==> src/rtl/rtc_pkg.sv <==
package rtc_pkg;
    localparam int RTC_DATA_W = 8;
    localparam int RTC_BYTES  = 4;
    localparam int RTC_ADDR_W = 4;
    localparam int RTC_SEL_W  = $clog2(RTC_BYTES);

    typedef logic [RTC_ADDR_W-1:0] rtc_addr_t;

    // register map
    localparam rtc_addr_t CTRL_ADDR = 4'h0;
    localparam rtc_addr_t STAT_ADDR = 4'h1;
    localparam rtc_addr_t LOAD_BASE = 4'h4;
    localparam rtc_addr_t CNT_BASE  = 4'h8;
    localparam rtc_addr_t ALM_BASE  = 4'hC;

    // bit positions
    localparam int RUN_BIT  = 7;
    localparam int ARM_BIT  = 1;
    localparam int STAT_BIT = 0;

    typedef enum logic {BUS_IDLE, BUS_ACK} bus_state_t;
    typedef enum logic [1:0] {AL_QUIET, AL_FIRE, AL_HELD} alm_state_t;

    function automatic logic in_window(rtc_addr_t a, rtc_addr_t base);
        return (a >= base) && ((a - base) < rtc_addr_t'(RTC_BYTES));
    endfunction

    function automatic logic [RTC_SEL_W-1:0] win_sel(rtc_addr_t a, rtc_addr_t base);
        rtc_addr_t off;
        off = a - base;
        return off[RTC_SEL_W-1:0];
    endfunction
endpackage

==> src/rtl/rtc_bus_fsm.sv <==
module rtc_bus_fsm
    import rtc_pkg::*;
#(
    parameter int DATA_W = RTC_DATA_W
) (
    input  logic              clk,
    input  logic              rst_n,
    input  logic              bus_valid,
    input  logic              bus_write,
    input  logic [DATA_W-1:0] rd_mux,
    output logic              wr_en,
    output logic              bus_ready,
    output logic [DATA_W-1:0] bus_rdata
);
    bus_state_t state_q, state_d;

    always_comb begin
        state_d = state_q;
        unique case (state_q)
            BUS_IDLE: if (bus_valid) state_d = BUS_ACK;
            BUS_ACK:  state_d = BUS_IDLE;
            default:  state_d = BUS_IDLE;
        endcase
    end

    always_ff @(posedge clk or negedge rst_n) begin
        if (!rst_n) state_q <= BUS_IDLE;
        else        state_q <= state_d;
    end

    always_comb begin
        wr_en     = (state_q == BUS_IDLE) && bus_valid && bus_write;
        bus_ready = (state_q == BUS_ACK);
    end

    always_ff @(posedge clk or negedge rst_n) begin
        if (!rst_n)
            bus_rdata <= '0;
        else if (state_q == BUS_IDLE && bus_valid)
            bus_rdata <= bus_write ? '0 : rd_mux;
    end
endmodule

==> src/rtl/rtc_sec_counter.sv <==
module rtc_sec_counter
    import rtc_pkg::*;
#(
    parameter int DATA_W = RTC_DATA_W,
    parameter int BYTES  = RTC_BYTES,
    localparam int CNT_W = DATA_W * BYTES
) (
    input  logic              clk,
    input  logic              rst_n,
    input  logic              wr_en,
    input  rtc_addr_t         addr,
    input  logic [DATA_W-1:0] wdata,
    input  logic              sec_tick,
    input  logic              run_en,
    output logic [CNT_W-1:0]  cnt,
    output logic              load_commit,
    output logic              step
);
    logic [CNT_W-1:DATA_W] stage_q;

    assign load_commit = wr_en && (addr == LOAD_BASE);
    assign step        = sec_tick && run_en && !load_commit;

    always_ff @(posedge clk or negedge rst_n) begin
        if (!rst_n) begin
            stage_q <= '0;
        end else if (wr_en) begin
            for (int g = 1; g < BYTES; g++)
                if (addr == rtc_addr_t'(int'(LOAD_BASE) + g))
                    stage_q[g*DATA_W +: DATA_W] <= wdata;
        end
    end

    always_ff @(posedge clk or negedge rst_n) begin
        if (!rst_n)           cnt <= '0;
        else if (load_commit) cnt <= {stage_q, wdata};
        else if (step)        cnt <= cnt + CNT_W'(1);
    end
endmodule

==> src/rtl/rtc_alarm_unit.sv <==
module rtc_alarm_unit
    import rtc_pkg::*;
#(
    parameter int DATA_W = RTC_DATA_W,
    parameter int BYTES  = RTC_BYTES,
    localparam int CNT_W = DATA_W * BYTES
) (
    input  logic              clk,
    input  logic              rst_n,
    input  logic              wr_en,
    input  rtc_addr_t         addr,
    input  logic [DATA_W-1:0] wdata,
    input  logic [CNT_W-1:0]  cnt,
    input  logic              step,
    input  logic              arm_en,
    output logic [CNT_W-1:0]  alm_val,
    output logic              status,
    output logic              irq,
    output logic              clr_req
);
    alm_state_t state_q, state_d;
    logic       match;

    always_ff @(posedge clk or negedge rst_n) begin
        if (!rst_n) begin
            alm_val <= '0;
        end else if (wr_en) begin
            for (int g = 0; g < BYTES; g++)
                if (addr == rtc_addr_t'(int'(ALM_BASE) + g))
                    alm_val[g*DATA_W +: DATA_W] <= wdata;
        end
    end

    // a counting tick that lands the count on the alarm value
    assign match   = arm_en && step && ((cnt + CNT_W'(1)) == alm_val);
    assign clr_req = wr_en && (addr == STAT_ADDR) && !wdata[STAT_BIT];

    always_comb begin
        state_d = state_q;
        unique case (state_q)
            AL_QUIET: if (match) state_d = AL_FIRE;
            AL_FIRE:  state_d = (clr_req && !match) ? AL_QUIET : AL_HELD;
            AL_HELD:  if (clr_req && !match) state_d = AL_QUIET;
            default:  state_d = AL_QUIET;
        endcase
    end

    always_ff @(posedge clk or negedge rst_n) begin
        if (!rst_n) state_q <= AL_QUIET;
        else        state_q <= state_d;
    end

    always_comb begin
        status = (state_q != AL_QUIET);
        irq    = (state_q == AL_FIRE);
    end
endmodule

==> src/rtl/rtc_seconds_alarm.sv <==
module rtc_seconds_alarm
    import rtc_pkg::*;
#(
    parameter int DATA_W = RTC_DATA_W,
    parameter int BYTES  = RTC_BYTES,
    localparam int CNT_W = DATA_W * BYTES
) (
    input  logic                  clk,
    input  logic                  rst_n,
    input  logic                  bus_valid,
    input  logic                  bus_write,
    input  logic [RTC_ADDR_W-1:0] bus_addr,
    input  logic [DATA_W-1:0]     bus_wdata,
    output logic                  bus_ready,
    output logic [DATA_W-1:0]     bus_rdata,
    input  logic                  sec_tick,
    output logic                  alarm_irq
);
    logic             wr_en;
    logic             run_en, arm_en;
    logic [CNT_W-1:0] cnt_q, alm_val;
    logic             load_commit, step, alarm_status, clr_req;
    logic [DATA_W-1:0] rd_mux;

    rtc_bus_fsm #(.DATA_W(DATA_W)) bus_i (
        .clk(clk), .rst_n(rst_n), .bus_valid(bus_valid), .bus_write(bus_write),
        .rd_mux(rd_mux), .wr_en(wr_en), .bus_ready(bus_ready), .bus_rdata(bus_rdata)
    );

    always_ff @(posedge clk or negedge rst_n) begin
        if (!rst_n) begin
            run_en <= 1'b0;
            arm_en <= 1'b0;
        end else if (wr_en && bus_addr == CTRL_ADDR) begin
            run_en <= bus_wdata[RUN_BIT];
            arm_en <= bus_wdata[ARM_BIT];
        end
    end

    rtc_sec_counter #(.DATA_W(DATA_W), .BYTES(BYTES)) cnt_i (
        .clk(clk), .rst_n(rst_n), .wr_en(wr_en), .addr(bus_addr), .wdata(bus_wdata),
        .sec_tick(sec_tick), .run_en(run_en), .cnt(cnt_q),
        .load_commit(load_commit), .step(step)
    );

    rtc_alarm_unit #(.DATA_W(DATA_W), .BYTES(BYTES)) alm_i (
        .clk(clk), .rst_n(rst_n), .wr_en(wr_en), .addr(bus_addr), .wdata(bus_wdata),
        .cnt(cnt_q), .step(step), .arm_en(arm_en), .alm_val(alm_val),
        .status(alarm_status), .irq(alarm_irq), .clr_req(clr_req)
    );

    always_comb begin
        rd_mux = '0;
        if (bus_addr == CTRL_ADDR) begin
            rd_mux[RUN_BIT] = run_en;
            rd_mux[ARM_BIT] = arm_en;
        end else if (bus_addr == STAT_ADDR) begin
            rd_mux[STAT_BIT] = alarm_status;
        end else if (in_window(bus_addr, CNT_BASE)) begin
            rd_mux = cnt_q[int'(win_sel(bus_addr, CNT_BASE))*DATA_W +: DATA_W];
        end else if (in_window(bus_addr, ALM_BASE)) begin
            rd_mux = alm_val[int'(win_sel(bus_addr, ALM_BASE))*DATA_W +: DATA_W];
        end
    end
endmodule

==> config.mk <==
export PLATFORM = sky130hd
export DESIGN_NAME = rtc_seconds_alarm
export DESIGN_NICKNAME = d
export VERILOG_FILES = /design/src/rtl/rtc_pkg.sv /design/src/rtl/rtc_bus_fsm.sv /design/src/rtl/rtc_sec_counter.sv /design/src/rtl/rtc_alarm_unit.sv /design/src/rtl/rtc_seconds_alarm.sv
export SDC_FILE = /design/constraint.sdc
export NUM_CORES = 1
export LEC_CHECK = 0
export BUFFER_PORTS_ARGS = -buffer_cell sky130_fd_sc_hd__buf_2
export CAP_MARGIN = 20
export CORE_MARGIN = 1
export CORE_UTILIZATION = 55
export CTS_BUF_LIST = sky130_fd_sc_hd__clkbuf_4 sky130_fd_sc_hd__clkbuf_8
export DETAILED_ROUTE_END_ITERATION = 8
export GPL_ROUTABILITY_DRIVEN = 0
export GPL_TIMING_DRIVEN = 0
export PLACE_DENSITY = 0.74
export SKIP_LAST_GASP = 1
export SLEW_MARGIN = 0
export SYNTH_ARGS = -nofsm -noshare
export SYNTH_HDL_FRONTEND = slang
export SYNTH_SLANG_ARGS = --single-unit
==> constraint.sdc <==
create_clock -name clk -period 7.2 [get_ports clk]
set_input_delay 0.72 -clock clk [delete_from_list [all_inputs] [get_ports clk]]
set_output_delay 0.72 -clock clk [all_outputs]
set_load 0.02 [all_outputs]
Word-level counts from Yosys, hierarchy flattened --
Cells that the tools add are included.
Storage, ports and cells: register bits 101, output and inout port bits 10, logic and storage cells 82, input port bits 17
Cells by class: equal/unequal tests 14, bitwise gates (word level) 1, order comparisons 4, $add $sub $neg 3, reduce and logical (&&, ||, !) cells 28, mux-type cells 17, shift operators 2
Operators with widths (number):
- $mux 32 | 2
- $shiftx 32x6->8 | 2
- $add 32x1->32 const B | 1
- $eq 32x32->1 | 1
- $mux 8 | 3
- $eq 4x3->1 const B | 4
- $eq 4x4->1 const B | 4
- $reduce_and 2->1 | 8
- $logic_and 1x1->1 | 13
- $ge 4x4->1 const B | 2
- $lt 4x3->1 const B | 2
- $sub 4x4->4 const B | 2
- $mux 7 | 1
- $mux 2 | 3
- $pmux 2 s3 | 1
- $mux 1 | 5
- $mux 5 | 1
- $eq 4x1->1 const B | 1
- $logic_not 4->1 | 1
- $ne 2x1->1 const B | 2
- $reduce_bool 2->1 | 2
- $logic_not 1->1 | 3
- $eq 2x1->1 const B | 1
- $eq 2x2->1 const B | 1
- other kinds (3) | 3

Logic depth before layout (Yosys ltp) --
Gate-level depths: netlist of the first run.
depth in word-level cells 12, gate-level depth with buffers 9, depth with buffers taken out 8

By module --
From an unflattened synthesis of the first run, not the netlist that was laid out.
Second synthesis, totals: cells, all modules 605, area, all modules 6439.9 um^2
By module, submodules not included:
- rtc_sec_counter | times used 1, area each 2748.9 um^2, sequential area each 1401.3 um^2, cells each 263
- rtc_alarm_unit | times used 1, area each 2538.7 um^2, sequential area each 850.8 um^2, cells each 258
- rtc_seconds_alarm | times used 1, area each 715.7 um^2, sequential area each 50.0 um^2, cells each 56
- rtc_bus_fsm | times used 1, area each 436.7 um^2, sequential area each 225.2 um^2, cells each 28

Worst setup path before layout of the first run --
OpenSTA, ideal clock, no wires.
path kind input to register, start input bus_addr[0], end register alm_i.alm_val[24], buffers on the path 3, setup time 127 ps, data required time 7073 ps, setup slack 4690 ps, data arrival time 2383 ps, stages on the path 6, cells stage by stage clkbuf_1 buf_2 buf_2 nand2_1 nor2_1 mux2_1
Between the ends: word-level cells in the longest chain between the ends 2
RTL lines:
- start, declared | RTL line rtc_seconds_alarm.sv:12 | input logic [RTC_ADDR_W-1:0] bus_addr,
- $eq 4x4->1 | RTL line rtc_alarm_unit.sv:29 | if (addr == rtc_addr_t'(int'(ALM_BASE) + g))
- $reduce_and 2->1 (no line)
- end signal, assigned by index | RTL line rtc_alarm_unit.sv:30 | alm_val[g*DATA_W +: DATA_W] <= wdata;
- end, declared | RTL line rtc_alarm_unit.sv:16 | output logic [CNT_W-1:0] alm_val,
Every way passes these cells. A chain may end at the register's enable or synchronous reset.

Worst setup path in the final report of the first run --
start register cnt_i.cnt[0], end register alm_i.state_q[1]
Between the ends: word-level cells in the longest chain between the ends 7, elaborated cells on any way between the ends 10, classes of those cells 1 x add/sub; 3 x eq/ne; 2 x mux; 4 x reduce/logical
RTL lines:
- start, declared | RTL line rtc_sec_counter.sv:15 | output logic [CNT_W-1:0] cnt,
- start signal, assigned | RTL line rtc_sec_counter.sv:36 | else if (load_commit) cnt <= {stage_q, wdata};
- start signal, assigned | RTL line rtc_sec_counter.sv:37 | else if (step) cnt <= cnt + CNT_W'(1);
- $add 32x1->32 * | RTL line rtc_alarm_unit.sv:35 | assign match = arm_en && step && ((cnt + CNT_W'(1)) == alm_val);
- $eq 32x32->1 * | RTL line rtc_alarm_unit.sv:35
- $logic_and 1x1->1 * | RTL line rtc_alarm_unit.sv:35
- $logic_not 1->1 | RTL line rtc_alarm_unit.sv:42, rtc_alarm_unit.sv:43
- $logic_and 1x1->1 | RTL line rtc_alarm_unit.sv:42, rtc_alarm_unit.sv:43
- $mux 2 / $ne 2x1->1 (equally long branches)
- $pmux 2 s3 / $reduce_and 2->1 (equally long branches)
- end signal, assigned | RTL line rtc_alarm_unit.sv:50 | else state_q <= state_d;
- end, declared | RTL line rtc_alarm_unit.sv:21 | alm_state_t state_q, state_d;
Every way passes the cells marked *; elsewhere a longest branch is shown, timed or not.

==> flow_summary.toml, run 1 <==
[yosys]
mappedNetlistArea_mm2 = 0.006121
yosys_warnings = 0
synth_nets = 619
syn_area_per_cell_um2 = 10.18
yosys.area.top_type = "dfrtp_1"
synth_edf_count = 0
synthTopCellsByArea = "dfrtp_1 41%, mux2_2 7.0%, xnor2_1 6.9%"
synthFlopType = "dfrtp_1"
synth.distinct_cells = 61
synth_cells = 601
synthArstFlopShare_pct = 100.0
synth_top_area_share_pct = 41.29
synth-seq-cells = 101
ys_seq_area_share_pct = 41.29

[floorplan]
core-area_mm2 = 0.01084
die_x_um = 107.5
io_pins = 27
rows = 38
die-height_um = 107.5
start_util_pct = 56.46
die_area_mm2 = 0.01156

[clock_tree]
cts_resized = 0
ctsHoldBuffers = 0
numCtsBuffers = 9
root_buffer = "clkbuf_8"
tritoncts = "built"
h-tree-depth = 3
clock_path_buffers = 2
clkTransAtPathRegs_ps = 100
cts_setup_buffers = 0
insertion_delay_ps = 380
numClockSinks = 101

[detailed_routing]
wl_um = 17040
drt_pass1_iterations = 5
route.detailed.drc = 0
ant_nets = 0
drt_iter0_markers = 638
vias = 5087
wl_per_cell_um = 21.81
vias_per_cell = 6.513

[timing]
slew_headroom_pct = 37.52
finalHoldViolCount = 0
final.period_utilization_pct = 40.09
finalSetupViolations = 0
finalSetupTns_ps = 0
rsz0062_at_grt = "no"
max_freq_mhz = 346.5
worstMarginPinSlew_ps = 933.1
drv_slew = 0
finalClockSkew_ps = 20.70
setup_ws_ps = 4314
layout_min_cycle_time_ps = 2886

[layout]
final_cell_mix = "101 x dfrtp_1, 54 x nor2_1, 48 x xnor2_1"
seqCellArea_mm2 = 0.002527
drive_gt1_share_pct = 18.25
area_delta_synth_final_pct = 8.872
stdcell_area_mm2 = 0.006664
multi_input_area_mm2 = 0.003392
layout_commonest_cell = "dfrtp_1"
antenna_cells = 0
layout.cells.non_filler = 781
final_nets = 655
nFillCells = 922

[flow_run]
drv_cap = 0

[place]
dp_hpwl_um = 12440
place_area_mm2 = 0.006446
dpl.cell_count = 766
post-place-ws_ps = 4141
port_buffers = 24

[critical_path]
crit_family = "simple AND/OR/NAND/NOR gates"
path_class = "reg -> reg"
critical-path-slowest-cell = "dfrtp_1"
required_ps = 7510
arrival_ps = 3200
worstPathCellList = "and4_1, buf_2, nand3_1, nor3_1, xnor2_1, a2111oi_0, nand4_1, nand2_1"
endpoint_kind = "flop"
cp-start-kind = "flop"
slowest_delay_ps = 560
crit_buf_inv = 1
path_max_fanout = 10

[power]
ir_drop_v = 0.0001611
power_density_mw_per_mm2 = 276.7
p_leak_nw = 2.762

[global_routing]
grt_pass1_vias = 4808
grt_max_degree = 57
grt_overflow_total = 0
grt_pass1_wl_um = 26870
grt_usage_pct = 31.50
antenna_found_initial = 0

[status]
status = "finished clean"

[min_path]
hp-class = "in -> async"
-- logic make-up (layout without fill, tap and decap cells) --
family	after synthesis	after routing	synth area share [%]
multiplexers	84	84	18.25
AND/OR/NAND/NOR	212	212	18.27
XOR/XNOR	70	70	10.02
buffers and inverters	48	88	3.291
AO/OA/AOI/OAI	85	85	8.667
flip-flops	101	101	41.29
adder cells (fa/ha/maj)	1	1	0.2044
-- worst register-to-register path: cells and delay by family, from the launching register on --
family	cells	cell delay, ps
AO/OA/AOI/OAI	1	430
XOR/XNOR	1	180
buffers and inverters	1	230
flip-flops	1	560
AND/OR/NAND/NOR	5	1430
-- through the flow --
stage | power (mW) | util, % | hold WS, ps
floorplan | 1.235 | - | 424.4
global placement | 1.407 | 59.19 | 459.4
detailed placement | 1.428 | 59.46 | 467.8
CTS | 1.828 | 61.47 | 359.3
global route | 1.932 | 61.47 | 389.7
finish | 1.844 | 61.47 | 347.4
-- final timing paths --
| path | slack [ps] | to | start | cells after the start |
|---|---|---|---|---|
| min in group clk | 490 | bus_i.bus_rdata[0] | bus_i.bus_rdata[0] | 2 |
| max in group asynchronous | 6160 | alm_i.alm_val[31] | rst_n | 2 |
| setup / recovery | 4310 | alm_i.state_q[1] | cnt_i.cnt[0] | 8 |
| hold reg to reg | 490 | bus_i.bus_rdata[0] | bus_i.bus_rdata[0] | 2 |
| setup reg to reg | 4310 | alm_i.state_q[1] | cnt_i.cnt[0] | 8 |
| hold / removal | 350 | cnt_i.cnt[10] | rst_n | 1 |
-- state kept, by name, summed over array words and instances (netlist names) --
| signal | flops |
|---|---|
| cnt_i.cnt | 32 |
| arm_en | 1 |
| alm_i.state_q | 2 |
| bus_i.bus_rdata | 8 |
| alm_i.alm_val | 32 |
| cnt_i.stage_q | 24 |
| bus_i.bus_ready | 1 |
| run_en | 1 |
-- synthesized netlist by cell type, drive strengths merged (2+ instances only) --
cell type	n
or2	4
nor4	9
a2111oi	2
xnor2	48
mux2i	7
and3	7
or3	3
buf	15
nand3	24
nor2	54
o41ai	2
nor4b	2
mux4	16
nand4	19
nand3b	2
or4	6
a31oi	3
nand2	37
and4	6
o31ai	7
dfrtp	101
nor3b	3
o311ai	2
a21boi	2
o21ai	15
nor3	22
a32oi	2
inv	4
mux2	61
clkbuf	29
o21a	2
a21oi	38
xor2	22
a211oi	3
nor2b	7
nand2b	3
-- routing by layer --
metal	vias to the layer above	GRT usage, %	wire, um
met5	-	0	0
met4	0	12.33	536
met3	54	6.477	1679
met2	281	48.63	7708
met1	2500	43.46	7111
li1	2252	-	-
-- report_power, final --
group	switching (mW)	total (mW)	internal, mW
registers	0.112	0.788	0.676
clock network	0.194	0.401	0.207
logic	0.372	0.655	0.283
total	0.677	1.84	1.17
-- layout make-up --
class | instances | area share [%]
Timing Repair Buffer | 25 | 2.253
Tap cell | 140 | 2.629
Buffer | 44 | 2.798
Multi-Input combinational cell | 452 | 50.90
Clock inverter | 4 | 1.089
Clock buffer | 11 | 2.178
Inverter | 4 | 0.2253
Sequential cell | 101 | 37.93
Power figures use the tool's default switching activity.
==> run 2: changes to the inputs <==
--- a/config.mk
+++ b/config.mk
@@ -13,7 +13,7 @@
 export DETAILED_ROUTE_END_ITERATION = 8
 export GPL_ROUTABILITY_DRIVEN = 0
 export GPL_TIMING_DRIVEN = 0
-export PLACE_DENSITY = 0.74
+export PLACE_DENSITY = 0.77
 export SKIP_LAST_GASP = 1
 export SLEW_MARGIN = 0
 export SYNTH_ARGS = -nofsm -noshare
==> constraint.sdc (replaced) <==
create_clock -name clk -period 2.38 [get_ports clk]
set_input_delay 0.238 -clock clk [delete_from_list [all_inputs] [get_ports clk]]
set_output_delay 0.238 -clock clk [all_outputs]
set_load 0.02 [all_outputs]
==> run 2 against run 1 <==
Compared with the run above: the flow now finishes with violations (setup timing); combinational power grew to 3.4 times the previous value; sequential power increased to 3.2 times the previous value; global-route usage increased by 0.71 points.
==> flow_summary.toml, run 2 (synthesized netlist as in run 1, its figures left out) <==
[timing]
finalClockSkew_ps = 14.64
whs_ps = 203.5
layout_min_cycle_time_ps = 2441
max_freq_mhz = 409.7
setup_ws_ps = -60.76
finalSetupTns_ps = -90.17
slew_headroom_pct = 42.21
finalSetupViolations = 2
worstMarginPinSlew_ps = 863.1
finalHoldViolCount = 0
drv_slew = 0
final.period_utilization_pct = 102.6
rsz0062_at_grt = "yes"

[critical_path]
path_class = "reg -> reg"
crit_start = "cnt_i.cnt[1]"
cp-start-kind = "flop"
crit_family = "simple AND/OR/NAND/NOR gates"
reg2reg_from = "cnt_i.cnt[1]"
path_max_fanout = 5
worstPathCellList = "buf_4, and4_1, buf_6, buf_12, and3_1, nor4_2, nand4_1, a2111oi_2, nand4_1, nand2_1"
endpoint_kind = "flop"
slowest_delay_ps = 450
required_ps = 2720
arrival_ps = 2780
cpMostUsedCell = "nand4_1"
critical-path-slowest-cell = "dfrtp_2"
crit_buf_inv = 3

[power]
p_comb_share_pct = 38.2
power_density_mw_per_mm2 = 829.9
p_leak_nw = 2.853
p_int_mw = 3.504
ir_drop_v = 0.0004726
p_clk_share_pct = 18.3
p_sw_mw = 2.266
sequentialPowerShare_pct = 43.5
swShare_pct = 39.27

[clock_tree]
h-tree-depth = 3
clkTransAtPathRegs_ps = 110
clock_path_buffers = 2
numCtsBuffers = 9
root_buffer = "clkbuf_8"
numClockSinks = 101
tritoncts = "built"
insertion_delay_ps = 390

[detailed_routing]
met1_length_um = 7096
ant_nets = 0
drt_pass1_iterations = 6
vias = 5302
route.met2.wl_um = 7877
drt_iter0_markers = 714
vias_per_cell = 6.754
wl_um = 18120
dr.max_layer_used = "met4"
dr_wl_met3_um = 2070
wl_per_cell_um = 23.08
route.detailed.drc = 0

[floorplan]
die_area_mm2 = 0.01156
rows = 38
core-area_mm2 = 0.01084
die-height_um = 107.5
io_pins = 27
start_util_pct = 56.46
die_x_um = 107.5

[layout]
reg_top3 = "alm_i.alm_val (32), cnt_i.cnt (32), cnt_i.stage_q (24)"
final_cell_mix = "93 x dfrtp_1, 53 x nor2_1, 48 x xnor2_1"
area_delta_synth_final_pct = 13.59
seqCellArea_mm2 = 0.002537
antenna_cells = 0
multi_input_area_mm2 = 0.003575
final_nets = 658
nFillCells = 829
drive_gt1_share_pct = 25.43
layout_commonest_cell = "dfrtp_1"

[place]
dp_hpwl_um = 12640
port_buffers = 24

[status]
status = "finished with violations"
violations = "setup timing"

[global_routing]
grt_overflow_total = 0
grt_max_degree = 53
grt_pass1_wl_um = 27430
grt_pass1_vias = 4987
antenna_found_initial = 0
grt_usage_pct = 32.21

[flow_run]
drv_cap = 0

[min_path]
hp-class = "in -> reg"
min-delay-start = "bus_valid"
-- run 2: cell types whose count changed in the layout (fill, tap and decap cells not counted), moves of 3 or more --
| cell | previous run | this run |
|---|---|---|
| nor4_1 | 9 | 5 |
| clkbuf_1 | 29 | 15 |
| buf_4 | 1 | 17 |
| dfrtp_1 | 101 | 93 |
| dfrtp_2 | 0 | 8 |
| nor3_1 | 20 | 17 |
| nor4_2 | 0 | 4 |
| buf_2 | 34 | 27 |
-- run 2: what timing repair did --
action                                  in CTS  in global routing
buffers inserted                             6                  8
endpoints found under the setup margin      16                 15
pin swaps                                    3                  3
resized for setup                           19                 36
hold endpoints to repair                    51                  0
cloned                                       0                  1
hold buffers                                 1                  0
-- run 2: area by class of cell --
type | count | area share (%)
Clock buffer | 10 | 1.979
Inverter | 4 | 0.2159
Buffer | 31 | 2.357
Timing Repair Buffer | 41 | 4.355
Clock inverter | 6 | 0.6658
Multi-Input combinational cell | 452 | 51.41
Tap cell | 140 | 2.519
Sequential cell | 101 | 36.49
-- run 2: per-layer routing --
layer  GRT usage (%)  vias to the layer above
met3           8.051                       95
met5               0                        -
li1                -                     2266
met4           18.88                        0
met2           47.44                      372
met1           42.94                     2569
-- run 2: through the flow --
step	util [%]	cell area (um^2)	worst slack [ps]	cells	total power, mW
3_5_place_dp	59.52	6452	-425.0	766	4.327
3_3_place_gp	59.25	6422	-387.8	765	4.246
6_report	64.14	6953	-60.76	785	5.770
4_1_cts	62.28	6751	-33.13	781	5.489
2_1_floorplan	-	6127	7.101	601	3.741
5_1_grt	64.14	6953	-98.15	785	5.995
-- run 2: power by group through the flow --
stage	sequential, mW	combinational [mW]	clock [mW]
after global routing	2.54	2.33	1.12
after floorplan	2.30	1.45	0
after detailed placement	2.39	1.94	0
final	2.51	2.20	1.06
after CTS	2.42	2.00	1.06
after global placement	2.37	1.88	0
-- run 2: worst paths after layout --
path                       cells after the start                 end  slack, ps
max in group asynchronous                      3        cnt_i.cnt[2]       1260
min in group asynchronous                      2       cnt_i.cnt[16]        420
min reg2reg                                    2  bus_i.bus_rdata[0]        480
max                                           10    alm_i.state_q[1]        -60
max reg2reg                                   10    alm_i.state_q[1]        -60
min                                            3     bus_i.bus_ready        200
-- run 2: tightest hold or removal path, cell delays in order --
cell	delay [ps]
buf_2	80
nand2b_1	120
inv_2	120
